[src/rtl/pcm_tx_pkg.sv]
package pcm_tx_pkg;
  typedef enum logic [1:0] {
    FMT_LEFT  = 2'd0,
    FMT_RIGHT = 2'd1,
    FMT_I2S   = 2'd2
  } fmt_e;
endpackage

[src/rtl/pcm_clk_unit.sv]
module pcm_clk_unit #(
  parameter int DIV_W = 8
) (
  input  logic clk_i,
  input  logic rst_ni,
  input  logic master_i,
  input  logic rate_i,
  input  logic bclk_i,
  input  logic lrclk_i,
  output logic lr_o,
  output logic fall_o,
  output logic bclk_o,
  output logic lrclk_o
);
  logic [DIV_W-1:0] div_q;
  logic m_bclk, m_lr;
  logic [1:0] bsync_q, lsync_q;
  logic bclk_q, bclk_d, lr_q;

  always_ff @(posedge clk_i or negedge rst_ni) begin
    if (!rst_ni)       div_q <= '0;
    else if (!master_i) div_q <= '0;
    else               div_q <= div_q + 1'b1;
  end

  // fast rate halves both divisors, slot count per half-frame is unchanged
  assign m_bclk = rate_i ? div_q[0] : div_q[1];
  assign m_lr   = rate_i ? div_q[DIV_W-2] : div_q[DIV_W-1];

  always_ff @(posedge clk_i or negedge rst_ni) begin
    if (!rst_ni) begin
      bsync_q <= '0;
      lsync_q <= '0;
      bclk_q  <= 1'b0;
      bclk_d  <= 1'b0;
      lr_q    <= 1'b0;
      bclk_o  <= 1'b0;
      lrclk_o <= 1'b0;
    end else begin
      bsync_q <= {bsync_q[0], bclk_i};
      lsync_q <= {lsync_q[0], lrclk_i};
      bclk_q  <= master_i ? m_bclk : bsync_q[1];
      lr_q    <= master_i ? m_lr   : lsync_q[1];
      bclk_d  <= bclk_q;
      bclk_o  <= master_i & bclk_q;
      lrclk_o <= master_i & lr_q;
    end
  end

  assign fall_o = bclk_d & ~bclk_q;
  assign lr_o   = lr_q;

  AST_MASTER_LR_ON_FALL: assert property (@(posedge clk_i) disable iff (!rst_ni)
    master_i && $past(master_i) && !$stable(lrclk_o) |-> $fell(bclk_o));
endmodule

[src/rtl/pcm_sample_hold.sv]
module pcm_sample_hold #(
  parameter int SAMPLE_W = 24
) (
  input  logic                clk_i,
  input  logic                rst_ni,
  input  logic                in_valid_i,
  output logic                in_ready_o,
  input  logic [SAMPLE_W-1:0] in_left_i,
  input  logic [SAMPLE_W-1:0] in_right_i,
  input  logic                load_i,
  output logic [SAMPLE_W-1:0] left_o,
  output logic [SAMPLE_W-1:0] right_o,
  output logic                underrun_o
);
  logic                pend_v;
  logic [SAMPLE_W-1:0] pend_l, pend_r, cur_l, cur_r;
  logic                udr_q;
  logic                take;

  assign in_ready_o = ~pend_v;
  assign take       = load_i & pend_v;

  always_ff @(posedge clk_i or negedge rst_ni) begin
    if (!rst_ni) begin
      pend_v <= 1'b0;
      pend_l <= '0;
      pend_r <= '0;
      cur_l  <= '0;
      cur_r  <= '0;
      udr_q  <= 1'b0;
    end else begin
      if (take) begin
        cur_l  <= pend_l;
        cur_r  <= pend_r;
        pend_v <= 1'b0;
      end else if (in_valid_i && !pend_v) begin
        pend_l <= in_left_i;
        pend_r <= in_right_i;
        pend_v <= 1'b1;
      end
      if (load_i && !pend_v) udr_q <= 1'b1;
    end
  end

  // next-active view so the first slot of a frame already sees the new pair
  assign left_o     = take ? pend_l : cur_l;
  assign right_o    = take ? pend_r : cur_r;
  assign underrun_o = udr_q;

  AST_READY_DROP_ON_ACCEPT: assert property (@(posedge clk_i) disable iff (!rst_ni)
    $fell(in_ready_o) |-> $past(in_valid_i));
  AST_UNDERRUN_STICKY: assert property (@(posedge clk_i) disable iff (!rst_ni)
    underrun_o |=> underrun_o);
endmodule

[src/rtl/pcm_slot_ctrl.sv]
module pcm_slot_ctrl
  import pcm_tx_pkg::*;
#(
  parameter int SAMPLE_W  = 24,
  parameter int MIN_W     = 16,
  parameter int CNT_W     = 8,
  parameter int DEF_SLOTS = 32,
  localparam int WL_W     = $clog2(SAMPLE_W + 1)
) (
  input  logic                clk_i,
  input  logic                rst_ni,
  input  logic                fall_i,
  input  logic                lr_i,
  input  logic [1:0]          fmt_i,
  input  logic [WL_W-1:0]     wlen_i,
  input  logic [SAMPLE_W-1:0] left_i,
  input  logic [SAMPLE_W-1:0] right_i,
  output logic                frame_start_o,
  output logic                dout_o
);
  localparam logic [CNT_W-1:0] SLOT_CAP = {{(CNT_W-1){1'b1}}, 1'b0};

  logic              lr_prev, seen;
  logic [CNT_W-1:0]  slot_q, meas_q, slot_n, meas_n;
  logic [1:0]        fmt_q, fmt_n;
  logic [WL_W-1:0]   wl_q, wl_n, wl_c;
  logic [CNT_W-1:0]  wl_ext;
  logic              half_start;
  logic [SAMPLE_W-1:0] word, sh;
  int                pos;
  logic              bit_n;

  assign half_start    = fall_i && (lr_i != lr_prev);
  assign frame_start_o = half_start && !lr_i;

  always_comb begin
    if (wlen_i < WL_W'(MIN_W))         wl_c = WL_W'(MIN_W);
    else if (wlen_i > WL_W'(SAMPLE_W)) wl_c = WL_W'(SAMPLE_W);
    else                               wl_c = wlen_i;
  end

  always_comb begin
    slot_n = half_start ? '0 : ((slot_q < SLOT_CAP) ? slot_q + 1'b1 : slot_q);
    meas_n = (half_start && seen) ? slot_q + 1'b1 : meas_q;
    fmt_n  = frame_start_o ? fmt_i : fmt_q;
    wl_n   = frame_start_o ? wl_c : wl_q;
    wl_ext = CNT_W'(wl_n);
    word   = lr_i ? right_i : left_i;
    case (fmt_n)
      FMT_RIGHT: pos = int'(slot_n) + int'(wl_n) - int'(meas_n);
      FMT_I2S:   pos = int'(slot_n) - 1;
      default:   pos = int'(slot_n);
    endcase
    sh    = word << pos;
    bit_n = (pos >= 0) && (pos < int'(wl_n)) && sh[SAMPLE_W-1];
  end

  always_ff @(posedge clk_i or negedge rst_ni) begin
    if (!rst_ni) begin
      lr_prev <= 1'b0;
      seen    <= 1'b0;
      slot_q  <= '0;
      meas_q  <= CNT_W'(DEF_SLOTS);
      fmt_q   <= FMT_LEFT;
      wl_q    <= WL_W'(SAMPLE_W);
      dout_o  <= 1'b0;
    end else if (fall_i) begin
      lr_prev <= lr_i;
      if (half_start) seen <= 1'b1;
      slot_q  <= slot_n;
      meas_q  <= meas_n;
      fmt_q   <= fmt_n;
      wl_q    <= wl_n;
      dout_o  <= bit_n;
    end
  end

  AST_I2S_LEAD_ZERO: assert property (@(posedge clk_i) disable iff (!rst_ni)
    half_start && (fmt_n == FMT_I2S) |=> !dout_o);
  AST_LEFT_PAD_LOW: assert property (@(posedge clk_i) disable iff (!rst_ni)
    fall_i && (fmt_n == FMT_LEFT) && (slot_n >= wl_ext) |=> !dout_o);
endmodule

[src/rtl/pcm_serial_tx.sv]
module pcm_serial_tx #(
  parameter int SAMPLE_W = 24,
  parameter int MIN_W    = 16,
  parameter int DIV_W    = 8,
  parameter int CNT_W    = 8,
  localparam int WL_W    = $clog2(SAMPLE_W + 1),
  localparam int HALF_SLOTS = 1 << (DIV_W - 3)
) (
  input  logic                clk_i,
  input  logic                rst_ni,
  input  logic                master_i,
  input  logic                rate_i,
  input  logic [1:0]          fmt_i,
  input  logic [WL_W-1:0]     wlen_i,
  input  logic                bclk_i,
  input  logic                lrclk_i,
  output logic                bclk_o,
  output logic                lrclk_o,
  output logic                dout_o,
  input  logic                in_valid_i,
  output logic                in_ready_o,
  input  logic [SAMPLE_W-1:0] in_left_i,
  input  logic [SAMPLE_W-1:0] in_right_i,
  output logic                underrun_o
);
  logic                lr, fall, frame_start;
  logic [SAMPLE_W-1:0] act_l, act_r;

  pcm_clk_unit #(.DIV_W(DIV_W)) u_clk (
    .clk_i, .rst_ni, .master_i, .rate_i, .bclk_i, .lrclk_i,
    .lr_o(lr), .fall_o(fall), .bclk_o, .lrclk_o
  );

  pcm_sample_hold #(.SAMPLE_W(SAMPLE_W)) u_hold (
    .clk_i, .rst_ni, .in_valid_i, .in_ready_o, .in_left_i, .in_right_i,
    .load_i(frame_start), .left_o(act_l), .right_o(act_r), .underrun_o
  );

  pcm_slot_ctrl #(
    .SAMPLE_W(SAMPLE_W), .MIN_W(MIN_W), .CNT_W(CNT_W), .DEF_SLOTS(HALF_SLOTS)
  ) u_slot (
    .clk_i, .rst_ni, .fall_i(fall), .lr_i(lr), .fmt_i, .wlen_i,
    .left_i(act_l), .right_i(act_r), .frame_start_o(frame_start), .dout_o
  );

  AST_DOUT_ON_BCLK_FALL: assert property (@(posedge clk_i) disable iff (!rst_ni)
    master_i && $past(master_i) && !$stable(dout_o) |-> $fell(bclk_o));
endmodule

[config.mk]
export PLATFORM = sky130hd
export DESIGN_NAME = pcm_serial_tx
export DESIGN_NICKNAME = d
export VERILOG_FILES = /design/src/rtl/pcm_tx_pkg.sv /design/src/rtl/pcm_clk_unit.sv /design/src/rtl/pcm_sample_hold.sv /design/src/rtl/pcm_slot_ctrl.sv /design/src/rtl/pcm_serial_tx.sv
export SDC_FILE = /design/constraint.sdc
export NUM_CORES = 1
export LEC_CHECK = 0
export ABC_CLOCK_PERIOD_IN_PS = 4550
export BUFFER_PORTS_ARGS = -buffer_cell sky130_fd_sc_hd__buf_2
export CAP_MARGIN = 20
export CORE_UTILIZATION = 54
export CTS_BUF_LIST = sky130_fd_sc_hd__clkbuf_8 sky130_fd_sc_hd__clkbuf_16
export CTS_CLUSTER_SIZE = 30
export DETAILED_ROUTE_END_ITERATION = 12
export PLACE_DENSITY = 0.76
export SETUP_SLACK_MARGIN = 0.05
export SYNTH_ARGS = -nofsm -noshare
export SYNTH_HDL_FRONTEND = slang
export SYNTH_SLANG_ARGS = --single-unit
[constraint.sdc]
create_clock -name clk_i -period 4.55 [get_ports clk_i]
set_input_delay 0.2275 -clock clk_i [delete_from_list [all_inputs] [get_ports clk_i]]
set_output_delay 0.2275 -clock clk_i [all_outputs]
set_load 0.02 [all_outputs]
==> run summary <==
Gr ovfl total -> 0
Total power -> 8.09 mW
Adder-Cell Fraction of Synth Area -> 4.19%
Switching share of power -> 41.6%
Clock Latency Late Sink -> 0.43 ns
Htree depth -> 4
Reg power frac -> 25.6%
# diodes -> 0
Worst setup margin -> -0.108 ns
Clock network power share -> 17.8%
Post-synthesis sequential area ratio -> 45.5%
Initial antenna violation count -> 0
Fin cells -> 1115
Avg Inst Size Synth -> 9.79 µm²
WP data required -> 4.89 ns
Layout cells sized above 1 -> 30.6%
CP arrival -> 5.00 ns
Setup violators final -> 1
Number of synthesized register bits -> 141
RSZ-0062 raised after global routing -> yes
Synth warn -> 0
Routed wire length -> 20.2 mm
Dominant cell type by area after synthesis -> dfrtp_1
Startpoint types -> flip-flop
Final Hold Viols -> 0
Global placer's final weighted congestion -> 0.952
Syn_nets -> 879
Clock root buffer master -> clkbuf_16
Post-Place Cells -> 1074
Tightest Pin Transition -> 0.918 ns
Num CTS Buffers -> 17
TritonRoute pass-1 iters -> 7
DRT antenna net count -> 0
Minimum clock period after layout -> 4.66 ns
Max rail drop VDD -> 0.000438 V
Max FO, Critical Path -> 4
Vias in the first global route -> 6700
Post-synth top flop -> dfrtp_1
Reg area -> 0.00354 mm²
PD cells -> 853 mW/mm²
CTS tree -> yes
P_sw -> 3.36 mW
GR Util All Layers -> 29.3%
Slew margin rel. -> 38.8%
Post-Layout Inst Area -> 0.00948 mm²
Cell Int Power -> 4.73 mW
Clock sinks -> 141
Pin count of the biggest net entering global routing -> 105
Outcome -> finished with violations
Area Growth Syn to Fin -> 22.1%
DIE WIDTH -> 122 µm
Count leader, synth -> nand2_1
Final core occ -> 68.0%
Period utilisation layout -> 102%
Ys async rst share -> 100%
Synth Area in XOR/XNOR -> 2.56%
Core Rows -> 43
Detail Placement HPWL -> 14.4 mm
Wire per inst -> 18.1 µm
Grt met3 use -> 5.01%
Setup TNS Final -> -0.108 ns
Worst Clk Skew -> 0.00740 ns
Synth cell types -> 87
Critical path endpoint category -> flip-flop
Comb pwr share -> 56.6%
Syn Inst Count -> 793
Critical setup path kind -> reg2reg
Slew Viols, Final -> 0
Port buffer count -> 66
Yosys top cell area share -> 44.5%
Synth Area in Simple Gates -> 18.6%
Top achievable clock speed -> 215 MHz
Multi-input logic area -> 0.00400 mm²
Nets -> 1008
Die ar. -> 0.0149 mm²
Met2 GRT Util -> 49.8%
Initial Utilization -> 55.7%
Filler cell count -> 1056
Pleak -> 4.49 nW
DR vias/cell -> 5.91
Top post-synthesis cells by count -> 164 x nand2_1, 138 x dfrtp_1, 60 x mux2_2, 39 x nor2_1, 36 x inv_1
Hold Crit Class -> in2reg
Vias -> 6594
Core area -> 0.0139 mm²
Die height -> 122 µm
Top Usage Layer GRT -> met2
Dpl cell area -> 0.00875 mm²
I/O Pins -> 67
CTS clk-pin slew, worst paths -> 0.06 ns
Clock Path Buffers -> 2
Maxcap violations -> 0
Main combinational cell family by area after synthesis -> simple AND/OR/NAND/NOR gates
Failing checks -> negative setup slack
Synth Area in Compound Gates -> 13.9%
Synthesized area -> 0.00776 mm²
Synth area leaders -> dfrtp_1 44%, mux2_2 8.7%, nand2_1 7.9%, ha_1 3.5%, o21ai_0 2.1%
Proportion of synthesized area in mux cells -> 10.7%
DRC viols -> 0
Number of flops mapped to enable cells by yosys -> 0
Global-route wire length before repair -> 33.1 mm
GRT met1 Usage -> 36.6%
Starting DRT DRC Count -> 539
-- logic make-up after synthesis --
family / Yosys count
AOI/OAI and AO/OA: 147
xor gates and xnor gates: 21
buffers and inverters: 76
DFF: 141
adders and majority gates: 25
muxes: 74
and+or+nand+nor: 309
-- cells in the final DEF (no fill, tap or decap), types with 5 or more instances in the layout --
cell and instances:
buf_2 65, a21oi_1 15, a211oi_1 7, o21ai_1 5, nand2_1 164, nor3_1 5
dfrtp_1 135, nand3_1 21, a31oi_1 6, inv_6 5, and3_1 6, o21ai_0 30
mux2i_1 12, clkbuf_16 17, xnor2_1 15, nor4_1 5, a221oi_1 7, nand4_1 6
ha_1 21, buf_4 80, inv_1 35, nor2b_1 8, nand2b_1 11, o211ai_1 5
a211o_1 6, mux2_2 60, and2_1 15, nor2_1 39
-- per-stage QoR --
step	hold WS, ns	setup WS [ns]
floorplan	-0.0681	-0.0792
global placement	0.334	0.0111
detailed placement	0.337	-0.132
CTS	0.0138	-0.0781
global route	0.0148	-0.344
finish	0.0247	-0.108
-- power by group through the flow --
stage / registers, mW / clock network (mW) / logic (mW)
finish: 2.07 / 1.44 / 4.58
global route: 2.13 / 1.50 / 4.99
CTS: 2.06 / 1.44 / 4.48
detailed placement: 2.08 / 0 / 4.27
global placement: 2.05 / 0 / 4.15
floorplan: 1.97 / 0 / 2.95
-- state kept, by name (all words and copies together), names as in the netlist, 2 cells and up --
register / count
u_hold.cur_l: 24
u_hold.cur_r: 24
u_hold.pend_l: 24
u_hold.pend_r: 24
u_clk.div_q: 8
u_slot.meas_q: 8
u_slot.slot_q: 8
u_slot.wl_q: 5
u_clk.bsync_q: 2
u_clk.lsync_q: 2
u_slot.fmt_q: 2
-- area by class of cell --
class                   count  share of cell area (%)
clock inverters            13                    1.61
well taps                 180                    2.38
repair buffers            149                    10.2
inverters                  37                    1.49
multi-input cells         576                    42.2
flip-flops and latches    141                    37.3
clock buffers              19                    4.78
-- metal layers --
metal / part of all wire [%] / up-vias / routed length [µm]
met5: 0 / - / 0
met4: 2.8 / 0 / 570
met3: 5.5 / 50 / 1110
met2: 50 / 258 / 10000
met1: 42 / 3241 / 8480
li1: - / 3045 / -
-- worst max-delay path, stage by stage (launching register included) --
cell	delay, ns
dfrtp_2	0.47
xor2_4	0.17
and2_4	0.14
or3_4	0.40
inv_4	0.08
ha_4	0.13
inv_1	0.05
fa_2	0.35
nand2b_4	0.15
nand2b_1	0.06
a21oi_1	0.07
xnor2_1	0.13
ha_1	0.31
or3b_4	0.40
a21oi_4	0.14
o21a_1	0.15
nor2_1	0.05
ha_1	0.26
nor2b_1	0.12
o311a_1	0.17
o22ai_1	0.08
buf_4	0.16
nor4_4	0.27
a41oi_1	0.08
a22oi_1	0.18
-- worst paths after layout --
check                           cells past startpoint              from                to  slack (ns)
max in group asynchronous                           3            rst_ni  u_slot.slot_q[5]        3.01
worst max register to register                     24        u_clk.lr_o     u_slot.dout_o       -0.11
worst min-delay path                                3          fmt_i[0]   u_slot.fmt_q[0]        0.02
min in group asynchronous                           2            rst_ni    u_clk.div_q[3]        0.46
worst max-delay path                               24        u_clk.lr_o     u_slot.dout_o       -0.11
worst min register to register                      0  u_clk.lsync_q[0]  u_clk.lsync_q[1]        0.35
-- repair_timing --
item	in CTS	in global routing
hold endpoints to repair	105	0
resized for setup	7	5
hold buffers	3	0
pin swaps	3	0
endpoints found under the setup margin	1	1
setup buffers	6	0
Note: power is estimated with default switching activity, not from simulation.
